[src/rtl/irq_latch_unit.sv]
module irq_latch_unit #(
  parameter int ADDR_W = 8,
  parameter logic [ADDR_W-1:0] STAT_OFS = 8'h00,
  parameter logic [ADDR_W-1:0] MASK_OFS = 8'h04,
  parameter logic [ADDR_W-1:0] EN_OFS   = 8'h08,
  parameter int SUM_BIT = 15,
  parameter int ERR_LO  = 16,
  parameter int ERR_HI  = 25
) (
  input  logic              clk,
  input  logic              rst_n,
  input  logic [31:0]       evt_i,
  input  logic              bus_sel_i,
  input  logic              bus_wr_i,
  input  logic [ADDR_W-1:0] bus_addr_i,
  input  logic [31:0]       bus_wdata_i,
  output logic [31:0]       bus_rdata_o,
  output logic              irq_o
);
  localparam logic [31:0] EVT_BITS  = 32'h03F1_7FFF;
  localparam logic [31:0] VIEW_BITS = EVT_BITS | (32'd1 << SUM_BIT);

  logic [31:0] stat_q, mask_q, stat_view;
  logic        en_q;

  wire rd_stat = bus_sel_i & ~bus_wr_i & (bus_addr_i == STAT_OFS);
  wire wr_mask = bus_sel_i &  bus_wr_i & (bus_addr_i == MASK_OFS);
  wire wr_en   = bus_sel_i &  bus_wr_i & (bus_addr_i == EN_OFS);

  always_comb begin
    stat_view = stat_q;
    stat_view[SUM_BIT] = |stat_q[ERR_HI:ERR_LO];
  end

  always_ff @(posedge clk) begin
    if (!rst_n) begin
      stat_q <= '0;
      mask_q <= '0;
      en_q   <= 1'b0;
    end else begin
      stat_q <= (rd_stat ? 32'd0 : stat_q) | (evt_i & EVT_BITS);
      if (wr_mask) mask_q <= bus_wdata_i & VIEW_BITS;
      if (wr_en)   en_q   <= bus_wdata_i[0];
    end
  end

  always_comb begin
    bus_rdata_o = '0;
    if (bus_sel_i && !bus_wr_i) begin
      if (bus_addr_i == STAT_OFS)      bus_rdata_o = stat_view;
      else if (bus_addr_i == MASK_OFS) bus_rdata_o = mask_q;
      else if (bus_addr_i == EN_OFS)   bus_rdata_o = {31'd0, en_q};
    end
  end

  assign irq_o = en_q & |(stat_view & mask_q);
endmodule

[config.mk]
export PLATFORM = sky130hd
export DESIGN_NAME = irq_latch_unit
export DESIGN_NICKNAME = d
export VERILOG_FILES = /design/src/rtl/irq_latch_unit.sv
export SDC_FILE = /design/constraint.sdc
export NUM_CORES = 1
export LEC_CHECK = 0
export ABC_AREA = 1
export CAP_MARGIN = 15
export CORE_ASPECT_RATIO = 1.1
export CORE_UTILIZATION = 41
export CTS_CLUSTER_SIZE = 12
export DETAILED_ROUTE_END_ITERATION = 6
export PLACE_DENSITY = 0.8
export REMOVE_ABC_BUFFERS = 1
export SYNTH_ARGS = -nofsm -noshare
export SYNTH_HDL_FRONTEND = slang
export SYNTH_SLANG_ARGS = --single-unit
[constraint.sdc]
create_clock -name clk -period 1.65 [get_ports clk]
set_input_delay 0.33 -clock clk [delete_from_list [all_inputs] [get_ports clk]]
set_output_delay 0.33 -clock clk [all_outputs]
set_load 0.02 [all_outputs]
==> results, run 1 <==
- The flow ran to the end, but the final reports show violations.
- The final reports fail on negative setup slack.
- The core region area is 5470 um2.
- The time the final worst path needs with I/O delays and setup is about 1.8 ns.
- Of the total synthesized cell area, the portion taken by full adders, half adders and majority gates is 0%.
- The clock network power share is a little under a third.
- The routed layout has ~2800 vias.
- The mux contribution to synthesized area is 0%.
- The layout-stage area growth over the synthesis result is 68.4%.
- The placed instance area is 3580 um2.
- Data on the critical path arrives at its endpoint at ~1.4 ns.
- Counting every sink on the clock net gives 46.
- The library cell used most frequently in the layout, excluding fill and tap cells, is sky130_fd_sc_hd__nand2_1.
- The period utilization is 108%.
- The HPWL after detailed placement is 5160 um.
- After clock tree synthesis, the clock-pin slew on the worst setup and hold paths is around 0.09 ns.
- In this run the most used layer during global routing was met2.
- The effective utilization at floorplan is a little over two fifths.
- The synthesized netlist devotes a little over an eighth of its cell area to compound gates.
- The clock root buffer master is sky130_fd_sc_hd__clkbuf_8.
- In the final design database the tool counted between 500 and 600 nets.
- In this run, post-CTS hold repair placed 0 buffers.
- For this block, the initial DRC count from the detailed router was between 150 and 200.
- Before CTS, the worst setup slack after placement is -0.956 ns.
- By area, the combinational part of the netlist is dominated by simple AND/OR/NAND/NOR gates.
- Once layout is complete, the utilization of the core stands at 73.0%.
- The beginning of the critical path is bus_addr_i[7].
- For the final routed database, the setup TNS stands at -1.44 ns.
- Synthesis handed over a netlist of 340 instances.
- The synthesized netlist devotes 0% of its cell area to XOR and XNOR gates.
- In this run the power spent charging and discharging nets is around 0.57 mW.
- The overall fraction of global-route tracks in use is between 20 and 30%.
- The H-tree depth is 2.
- The start point of the worst min-delay path is mask_q[15].
- The Yosys step of the flow raised 0 warnings.
- The max-capacitance violation count is 0.
- The diode insertion count for antenna repair is 0.
- The clock tree buffer depth is 2.
- Global routing consumed, on the met1 layer, ~31% of the routing resources.
- The setup violation total in the final timing report is 23.
- Dividing total power by cell area gives a power density of 569 nW/um2.
- At the end of routability-driven placement, the weighted congestion stood at just under 0.8.
- For met2 alone, demand over resource in global routing was between 40% and 50%.
- The floorplan has 28 rows.
- The worst-case IR drop observed on VDD is 0.485 mV.
- In this run the worst hold path is classified as reg2reg.
- In the final layout, the share of cells above drive strength 1 is around 41%.
- In the routed design, unresolved DRC markers number 0.
- For this design the static power due to leakage is ~1.8 nW.
- The max-slew violation count was 0.
- The count of final hold-check violations is 0.
- The fill cell instance count of the final layout is 444.
- The count of buffers added on input and output ports is 80.
- Setup repair after global routing could not meet its margin everywhere.
- The combinational share of power is roughly 17%.
- Cell internal power was estimated by the tool at roughly 1.7 mW.
- The full die area is around 6100 um2.
- The total grt overflow is 0.
- Leaving out fill and tap cells, the most frequent cells in the layout are 91 x sky130_fd_sc_hd__nand2_1, 56 x sky130_fd_sc_hd__buf_4, 46 x sky130_fd_sc_hd__clkdlybuf4s50_1, 42 x sky130_fd_sc_hd__dfxtp_1, 34 x sky130_fd_sc_hd__buf_6.
- The simple-gate portion of the synthesized area is between 30% and 40%.
- Clock tree synthesis inserted a total of 5 buffers.
- The average size of a mapped cell is 6.97 um2.
- The final instance area is ~4000 um2.
- By startpoint and endpoint, the worst setup path is classified as in2out.
- The number of antenna violations at the first check in global routing is 0.
- For this run, the detailed router's first-pass iteration total came to 4.
- The start of the worst register-to-register path is stat_q[3].
- Per report_power, the sequential group accounts for between 50% and 60% of the total.
- The synthesized design contains 46 register bits.
- The first-pass GRT wire length is around 12000 um.
- Summed over all layers, the routed wires come to ~8000 um.
- The achievable clock frequency is roughly 0.56 GHz.
- Once detail routing completed, the nets flagged for antenna violations numbered 0.
- The kind of end point of the critical path is an output pin.
- The met3 layer usage reported by global route is roughly 5.6%.
- The sequential area share after synthesis is 38.9%.
- The die is 81.7 um tall.
- Entering global routing, the biggest net connects between 40 and 50 pins.
- The switching power as a share of total power is between 20% and 30%.
- At the later pin of the worst-skew pair, clock insertion delay measures between 0.2 and 0.3 ns.
- The worst setup path is launched from an input port.
- Dividing the detail-routed wire length by the instance count gives about 15 um.
- The number of different library cells used by synthesis comes to 20.
- The number of global-route vias before repair is between 2000 and 3000.
- The final setup slack of the worst path is -0.125 ns.
- The die span in x is around 74 um.
- Using the TritonRoute via totals, the vias-per-cell ratio works out to about 5.1.
- The maximum fanout along the worst path is 7.
- Data on the critical path is required at its endpoint by between 1 and 1.5 ns.
- The area of the mapped netlist is 2370 um2.
- The count of boundary I/O pins is 109.
- The final setup skew is 0 ns.
- TritonCTS built the clock tree.
## cell usage after synthesis (all sizes together)
master  count  area share [%]
nand2     114              19
a21oi      47              13
nand3      47             9.9
dfxtp      46              39
nor2       44             8.6
buf        21             7.2
inv        11             1.7
clkbuf      6            0.95
o21ai       2            0.42
conb        1            0.16
nor3        1            0.69
## layout make-up
| class | count | area, um2 | area share [%] |
|---|---|---|---|
| multi-input cells | 264 | 1440 | 36.1 |
| repair buffers | 146 | 1390 | 34.9 |
| flip-flops and latches | 46 | 928 | 23.3 |
| well taps | 75 | 93.8 | 2.35 |
| clock buffers | 6 | 82.6 | 2.07 |
| inverters | 11 | 41.3 | 1.03 |
| clock inverters | 2 | 12.5 | 0.313 |
## worst paths after layout
kind                     to  cells after the start  slack, ns
min              mask_q[15]                      2       0.47
max          bus_rdata_o[3]                      9      -0.12
max reg2reg       stat_q[3]                      3       0.84
min reg2reg      mask_q[15]                      2       0.47
## routing by layer
metal / up-vias / share of wire [%]
li1: 1345 / -
met1: 1312 / 39
met2: 129 / 52
met3: 20 / 6.7
met4: 0 / 1.9
met5: - / 0
## kinds of logic (layout without fill, tap and decap cells)
kind of cell,count (synthesis),after routing
buf+inv,38,165
simple gates,206,206
compound gates,49,49
flops,46,46
other cells,1,9
## state kept, by name, summed over array words and instances (netlist names)
name    cells
mask_q     23
stat_q     22
en_q        1
## timing repair
item | in CTS | in global routing
endpoints found under the setup margin | 47 | 24
gates cloned | 2 | 0
pin swaps | 16 | 25
resized for setup | 212 | 47
buffers inserted | 4 | 2
## power by group through the flow
stage                     Sequential [mW]  Combinational (mW)  Clock (mW)
final                                1.18               0.376       0.720
after global routing                 1.18               0.400       0.784
after CTS                            1.17               0.362       0.720
after detailed placement             1.20               0.355           0
after global placement               1.20               0.348           0
after floorplan                      1.20               0.103           0
## metrics by stage
stage	hold slack, ns	instances	total power, mW
4_1_cts	0.473	549	2.26
5_1_grt	0.497	550	2.37
3_3_place_gp	0.450	535	1.54
2_1_floorplan	0.441	321	1.31
6_report	0.472	550	2.27
3_5_place_dp	0.461	535	1.55
## critical path: stages
cell	delay, ns
sky130_fd_sc_hd__buf_6	0.10
sky130_fd_sc_hd__nor2_4	0.11
sky130_fd_sc_hd__nand2_4	0.09
sky130_fd_sc_hd__nor3_4	0.21
sky130_fd_sc_hd__buf_6	0.15
sky130_fd_sc_hd__buf_12	0.13
sky130_fd_sc_hd__nand3_2	0.08
sky130_fd_sc_hd__nand2_1	0.11
sky130_fd_sc_hd__buf_6	0.12
(Power assumes the default switching activity.)
==> run 2, diff against run 1 <==
Settings changed: CORE_UTILIZATION 41 to 30, PLACE_DENSITY 0.8 to unset.
==> run 2 against run 1 <==
  * The flow still finishes with violations (negative setup slack)
  * Cell area rose by 7.6%
  * Sequential share of layout area shrank 1.6 points
  * Fmax decreased by 0.86%
  * Die area grew 36%
  * Sequential cell count is the same
  * Routed wire length up 2.6%
  * Sequential power about the same
  * Via count decreased by 3.5%
  * Utilization down 16 points
  * Critical path type unchanged
  * Critical endpoint is now bus_rdata_o[22]
  * Critical path depth grew 1
==> results, run 2 (synthesis results as in run 1) <==
- Outcome: complete, but fails checks (unchanged).
- Failing checks: negative setup slack (unchanged).
- The most common cell after layout, fill and taps aside is sky130_fd_sc_hd__nand2_1 (unchanged).
- The kind of end point of the critical path is an output pin (unchanged).
- The number of search-and-repair iterations in the first detailed-routing pass came to 4 (unchanged).
- The category of the worst setup path launch point is an input port (unchanged).
- The share of layout cells above drive strength 1 is 44.8% (was 41.1%).
- The cell type with the highest occurrence count on the critical path is sky130_fd_sc_hd__buf_12 (was sky130_fd_sc_hd__buf_6).
- The TritonCTS clock tree is done (unchanged).
- The detailed-route wire length per cell was 14.0 um (was 14.7 um).
- The final setup skew is 0 ns (unchanged).
- The count of hold-fix buffers inserted at cts was 0 (unchanged).
- The setup violation total in the final timing report was 23 (unchanged).
- The achievable clock frequency came to 0.559 GHz (was 0.563 GHz).
- The slowest cell on the critical path is sky130_fd_sc_hd__nor3_4 (unchanged).
- The routed wire length is 8270 um (was 8060 um).
- The core region area is 7560 um2 (was 5470 um2).
- The via density per instance was 4.60 (was 5.10).
- The number of global-route vias before repair is 2795 (unchanged).
- Biggest regs: mask_q x23, stat_q x22, en_q x1 (unchanged).
- The number of clock sinks is 46 (unchanged).
- The first-pass GRT wire length is 13300 um (was 12400 um).
- The period utilization was 108% (about the same).
- The layout-stage area growth over the synthesis result is 81.3% (was 68.4%).
- The tightest hold margin came to 0.479 ns (was 0.472 ns).
- The class of the tightest hold or removal check is reg2reg (unchanged).
- The vertical die dimension came to 95.2 um (was 81.7 um).
- The detailed-placement wirelength estimate was 5230 um (was 5160 um).
- The number of input and output port buffers inserted is 80 (unchanged).
- The final setup slack of the worst path is -0.140 ns (was -0.125 ns).
- The total grt overflow was 0 (unchanged).
- The time the final worst path needs with I/O delays and setup is 1.79 ns (was 1.77 ns).
- The later-pin clock latency in the skew report is 0.29 ns (about the same).
- The full die area is 8260 um2 (was 6090 um2).
- The H-tree depth is 2 (unchanged).
- The count of buffering cells on the critical path with inverters included is 5 (was 4).
- The weighted congestion reported at the end of routability-driven placement is 0.809 (was 0.784).
- Setup repair after global routing missed its margin: true (unchanged).
- The post-detailed-route count of antenna-violating nets is 0 (unchanged).
- The count of boundary I/O pins is 109 (unchanged).
- The maximum fanout along the worst path was 6 (was 7).
- The number of antenna violations at the first check in global routing is 0 (unchanged).
- The standby leakage power was 1.88 nW (was 1.76 nW).
- The power per cell area came to 563 nW/um2 (was 569 nW/um2).
- The DRC violation count after routing is 0 (unchanged).
- The die span in x was 86.7 um (was 74.5 um).
- The delay of the slowest critical-path stage came to 0.20 ns (was 0.21 ns).
- The total number of vias is 2709 (was 2806).
- The overall fraction of global-route tracks in use is 20.9% (was 26.8%).
- The max-slew violation count is 0 (unchanged).
- The maximum number of pins on one net before global-route repair came to 38 (was 47).
- The effective utilization at floorplan is 31.4% (was 43.4%).
- The fill cell instance count of the final layout is 682 (was 444).
- The max-capacitance violation count came to 0 (unchanged).
- The diode insertion count for antenna repair is 0 (unchanged).
- The arrival time at the worst endpoint came to 1.46 ns (was 1.44 ns).
- The final net count came to 559 (was 550).
- Ordered list of cells on the worst path: buf_6 -> nor2_4 -> nand2_2 -> nor3_4 -> buf_12 -> buf_12 -> buf_12 -> nand3_2 -> nand2_2 -> buf_6 (was buf_6 -> nor2_4 -> nand2_4 -> nor3_4 -> buf_6 -> buf_12 -> nand3_2 -> nand2_1 -> buf_6).
- The endpoint required time on the critical path is 1.32 ns (about the same).
- The number of clock buffers inserted by TritonCTS is 5 (unchanged).
- The register name with the most flops is mask_q (unchanged).
- Leading cell types in the layout, fill and taps excluded: 78 x sky130_fd_sc_hd__nand2_1, 63 x sky130_fd_sc_hd__buf_4, 46 x sky130_fd_sc_hd__clkdlybuf4s50_1, 42 x sky130_fd_sc_hd__dfxtp_1 (was 91 x sky130_fd_sc_hd__nand2_1, 56 x sky130_fd_sc_hd__buf_4, 46 x sky130_fd_sc_hd__clkdlybuf4s50_1, 42 x sky130_fd_sc_hd__dfxtp_1, 34 x sky130_fd_sc_hd__buf_6).
- The core utilization of the finished layout is 56.8% (was 73.0%).
- The initial DRC count is 113 (was 164).
- The maximum ir drop on the vdd rail is 0.412 mV (was 0.485 mV).
- The clock tree buffer depth was 2 (unchanged).
- The flip-flop count of the largest register, all copies and words added is 23 (unchanged).
- The standard-cell row count came to 33 (was 28).
- The type of the worst setup path is in2out (unchanged).
- The clock root buffer master is sky130_fd_sc_hd__clkbuf_8 (unchanged).
- The clock-pin slew reported for the worst setup and hold paths after clock tree synthesis is 0.09 ns (about the same).
- The cell family with the largest share of critical-path delay is buffers and inverters (was simple AND/OR/NAND/NOR gates).
- The count of final hold-check violations came to 0 (unchanged).
run 2: cell types whose count changed in the layout (fill, tap and decap cells not counted), moves of 2 or more:
cell,delta
sky130_fd_sc_hd__nand3_1,-4
sky130_fd_sc_hd__buf_8,-2
sky130_fd_sc_hd__nand2_4,+3
sky130_fd_sc_hd__buf_4,+7
sky130_fd_sc_hd__nor2_1,+3
sky130_fd_sc_hd__inv_2,-2
sky130_fd_sc_hd__buf_12,+5
sky130_fd_sc_hd__nor2_2,-4
sky130_fd_sc_hd__nand2_1,-13
sky130_fd_sc_hd__nand2_2,+10
sky130_fd_sc_hd__nand3_4,+4
sky130_fd_sc_hd__buf_2,-2
run 2: worst register-to-register path, stage by stage (launching register included):
cell,delay [ns]
sky130_fd_sc_hd__dfxtp_4,0.37
sky130_fd_sc_hd__buf_4,0.15
sky130_fd_sc_hd__a21oi_2,0.14
sky130_fd_sc_hd__nor2_1,0.05
run 2: cell type report:
class	count	area [um2]	area share, %
multi-input combinational	264	1540	35.9
timing repair buffer	155	1530	35.7
sequential	46	931	21.7
tap	105	131	3.06
clock buffer	5	68.8	1.60
inverter	11	48.8	1.14
clock inverter	3	40.0	0.932
run 2: path summary, 6_finish.rpt:
check | from | to | slack [ns] | depth (start not counted)
hold / removal | mask_q[15] | mask_q[15] | 0.48 | 2
setup reg to reg | stat_q[24] | stat_q[24] | 0.84 | 3
hold reg to reg | mask_q[15] | mask_q[15] | 0.48 | 2
setup / recovery | bus_addr_i[0] | bus_rdata_o[22] | -0.14 | 10
run 2: metal layers:
| metal | share of wire, % | GRT usage, % | wire [um] |
|---|---|---|---|
| met1 | 46 | 26.8 | 3800 |
| met4 | 2.2 | 8.75 | 184 |
| met3 | 4.6 | 2.86 | 380 |
| met5 | 0 | 0 | 0 |
| met2 | 47 | 35.4 | 3910 |
run 2: timing repair:
item | 4_1_cts | 5_1_grt
endpoints found under the setup margin | 47 | 24
pin swaps | 29 | 23
gates resized for setup | 256 | 25
cloned | 4 | 0
buffers inserted | 11 | 3
run 2: where the power goes:
group / internal, mW / switching (mW)
registers: 1.15 / 0.0263
clock network: 0.447 / 0.398
logic: 0.228 / 0.169
total: 1.82 / 0.594
run 2: metrics by stage:
step	instances	setup TNS [ns]	instance area (um2)	worst slack, ns	total power, mW
floorplan	321	-8.99	2210	-0.416	1.31
global placement	567	-33.40	3670	-0.919	1.56
detailed placement	567	-35.01	3670	-0.941	1.56
CTS	590	-3.03	4260	-0.232	2.42
global route	589	-4.09	4300	-0.201	2.51
finish	589	-2.55	4300	-0.140	2.42
==> run 3, diff against run 2 <==
--- a/config.mk
+++ b/config.mk
@@ -13,4 +13,5 @@
 export DETAILED_ROUTE_END_ITERATION = 6
 export REMOVE_ABC_BUFFERS = 1
+export SKIP_CTS_REPAIR_TIMING = 1
 export SYNTH_ARGS = -nofsm -noshare
 export SYNTH_HDL_FRONTEND = slang
==> constraint.sdc (replaced) <==
create_clock -name clk -period 1.65 [get_ports clk]
set_input_delay 0.2475 -clock clk [delete_from_list [all_inputs] [get_ports clk]]
set_output_delay 0.2475 -clock clk [all_outputs]
set_load 0.02 [all_outputs]
==> run 3 against run 2 <==
  * The run now ends clean
  * Global-route usage fell by 2.6 points
  * Sequential share of layout area up 1.5 points
  * Fmax grew 11%
  * Worst setup slack better by 0.17 ns
  * Sequential power about the same
  * Cell area decreased by 6.6%
  * Utilization down 3.8 points
  * Largest power group unchanged
==> results, run 3 (synthesis results as in run 1) <==
- The weighted congestion reported at the end of routability-driven placement is 0.807 (was 0.809).
- The total number of vias came to 2659 (was 2709).
- The arrival time at the worst endpoint is 1.37 ns (was 1.46 ns).
- The max-slew violation count is 0 (unchanged).
- The delay of the slowest critical-path stage came to 0.21 ns (was 0.20 ns).
- Ordered list of cells on the worst path: clkbuf_2 -> nor2_2 -> nand2_4 -> nor3_4 -> buf_6 -> clkbuf_16 -> nand3_2 -> nand2_2 -> buf_6 (was buf_6 -> nor2_4 -> nand2_2 -> nor3_4 -> buf_12 -> buf_12 -> buf_12 -> nand3_2 -> nand2_2 -> buf_6).
- The first-pass GRT wire length is 11700 um (was 13300 um).
- The routed wire length is 7890 um (was 8270 um).
- The effective utilization at floorplan was 31.4% (unchanged).
- The standard-cell row count came to 33 (unchanged).
- The time the final worst path needs with I/O delays and setup came to 1.62 ns (was 1.79 ns).
- The maximum fanout along the worst path is 6 (unchanged).
- The register name with the most flops is mask_q (unchanged).
- The number of input and output port buffers inserted is 80 (unchanged).
- Biggest regs: mask_q x23, stat_q x22, en_q x1 (unchanged).
- The total grt overflow is 0 (unchanged).
- The flip-flop count of the largest register, all copies and words added was 23 (unchanged).
- The maximum number of pins on one net before global-route repair is 47 (was 38).
- The overall fraction of global-route tracks in use is 18.3% (was 20.9%).
- The TritonCTS clock tree is done (unchanged).
- The clock tree buffer depth is 2 (unchanged).
- The later-pin clock latency in the skew report is 0.29 ns (about the same).
- The detailed-placement wirelength estimate is 5240 um (was 5230 um).
- The diode insertion count for antenna repair is 0 (unchanged).
- The full die area is 8260 um2 (unchanged).
- The maximum ir drop on the vdd rail came to 0.343 mV (was 0.412 mV).
- The final setup skew is 0 ns (unchanged).
- Outcome: complete, no violations (was complete, but fails checks).
- The layout-stage area growth over the synthesis result is 69.2% (was 81.3%).
- The number of global-route vias before repair is 2527 (was 2795).
- The share of layout cells above drive strength 1 is 36.7% (was 44.8%).
- The standby leakage power is 1.81 nW (was 1.88 nW).
- The initial DRC count is 112 (was 113).
- The die span in x is 86.7 um (unchanged).
- The via density per instance came to 4.55 (was 4.60).
- The H-tree depth was 2 (unchanged).
- The detailed-route wire length per cell is 13.5 um (was 14.0 um).
- Leading cell types in the layout, fill and taps excluded: 101 x sky130_fd_sc_hd__nand2_1, 68 x sky130_fd_sc_hd__buf_4, 46 x sky130_fd_sc_hd__clkdlybuf4s50_1, 43 x sky130_fd_sc_hd__dfxtp_1 (was 78 x sky130_fd_sc_hd__nand2_1, 63 x sky130_fd_sc_hd__buf_4, 46 x sky130_fd_sc_hd__clkdlybuf4s50_1, 42 x sky130_fd_sc_hd__dfxtp_1).
- The count of boundary I/O pins is 109 (unchanged).
- The core region area came to 7560 um2 (unchanged).
- The period utilization is 97.9% (was 108%).
- The number of standard cells in the final layout excluding fillers is 584 (was 589).
- The class of the tightest hold or removal check is in2reg (was reg2reg).
- The core utilization of the finished layout is 53.1% (was 56.8%).
- The placed instance area was 3670 um2 (unchanged).
- The type of the worst setup path is in2out (unchanged).
- The DRC violation count after routing is 0 (unchanged).
- The number of search-and-repair iterations in the first detailed-routing pass is 4 (unchanged).
- The setup violation total in the final timing report is 0 (was 23).
- The count of final hold-check violations is 0 (unchanged).
- The multi-input gate area in the final layout came to 1400 um2 (was 1540 um2).
- The cell type with the highest occurrence count on the critical path is sky130_fd_sc_hd__buf_6 (was sky130_fd_sc_hd__buf_12).
- The number of antenna violations at the first check in global routing is 0 (unchanged).
- The kind of end point of the critical path is an output pin (unchanged).
- The clock-pin slew reported for the worst setup and hold paths after clock tree synthesis is 0.08 ns (was 0.09 ns).
- The endpoint required time on the critical path is 1.40 ns (was 1.32 ns).
- The category of the worst setup path launch point is an input port (unchanged).
- The max-capacitance violation count is 0 (unchanged).
- The worst hold path cell count is 7 (was 2).
- The number of clock sinks came to 46 (unchanged).
- The slowest cell on the critical path is sky130_fd_sc_hd__nor3_4 (unchanged).
- The final instance area is 4010 um2 (was 4300 um2).
- The total area of sequential cells is 930 um2 (was 931 um2).
- The reg2reg setup slack is 0.87 ns (was 0.84 ns).
- The most common cell after layout, fill and taps aside is sky130_fd_sc_hd__nand2_1 (unchanged).
- The post-route total power was 2.27 mW (was 2.42 mW).
- The post-detailed-route count of antenna-violating nets was 0 (unchanged).
- The vertical die dimension was 95.2 um (unchanged).
- The achievable clock frequency is 0.619 GHz (was 0.559 GHz).
- The clock root buffer master is sky130_fd_sc_hd__clkbuf_8 (unchanged).
- The worst reg-to-reg path cell count was 3 (unchanged).
- The power per cell area is 566 nW/um2 (was 563 nW/um2).
- The count of placed standard cells including taps came to 567 (unchanged).
- The final net count is 554 (was 559).
- The fill cell instance count of the final layout was 715 (was 682).
- The number of clock buffers inserted by TritonCTS was 5 (unchanged).
run 3: cell count changes in the layout (fill, tap and decap cells not counted), moves of 5 or more:
cell	change
sky130_fd_sc_hd__nand3_1	+9
sky130_fd_sc_hd__nand2_1	+23
sky130_fd_sc_hd__nand2_2	-20
sky130_fd_sc_hd__nand3_2	-7
sky130_fd_sc_hd__buf_4	+5
sky130_fd_sc_hd__clkbuf_2	+6
sky130_fd_sc_hd__buf_6	-16
run 3: metal layers:
layer | GRT usage [%] | wire [um] | up-vias
li1 | - | - | 1352
met1 | 23.1 | 3500 | 1213
met2 | 32.5 | 3890 | 86
met3 | 2.51 | 421 | 8
met4 | 5.14 | 82 | 0
met5 | 0 | 0 | -
run 3: critical path: cells and delay by family:
| kind | cells | cell delay, ns |
|---|---|---|
| buffers and inverters | 4 | 0.51 |
| and+or+nand+nor | 5 | 0.60 |
run 3: stage by stage:
step                      hold slack (ns)  setup TNS (ns)  setup WS (ns)
after floorplan                     0.358           -5.33         -0.251
after global placement              0.451          -26.02         -0.756
after detailed placement            0.454          -27.44         -0.772
after CTS                           0.470          -19.35         -0.778
after global routing                0.504          -0.393        -0.0428
final                               0.468               0         0.0340
run 3: cell type report:
type                            instances  share of cell area, %
Tap cell                              105                   3.28
Inverter                               11                   1.03
Sequential cell                        46                   23.2
Clock inverter                          2                  0.312
Multi-Input combinational cell        264                   34.8
Clock buffer                            6                   2.06
Timing Repair Buffer                  150                   35.3
run 3: power breakdown:
group	total (mW)	leakage, nW	internal [mW]	switching [mW]
sequential	1.17	0.379	1.15	0.0264
clock	0.718	0.0472	0.337	0.381
combinational	0.376	1.38	0.216	0.159
run 3: final timing paths:
kind,startpoint,end
max reg2reg,stat_q[20],stat_q[20]
max,bus_addr_i[6],bus_rdata_o[13]
min,bus_addr_i[0],en_q
min reg2reg,mask_q[15],mask_q[15]
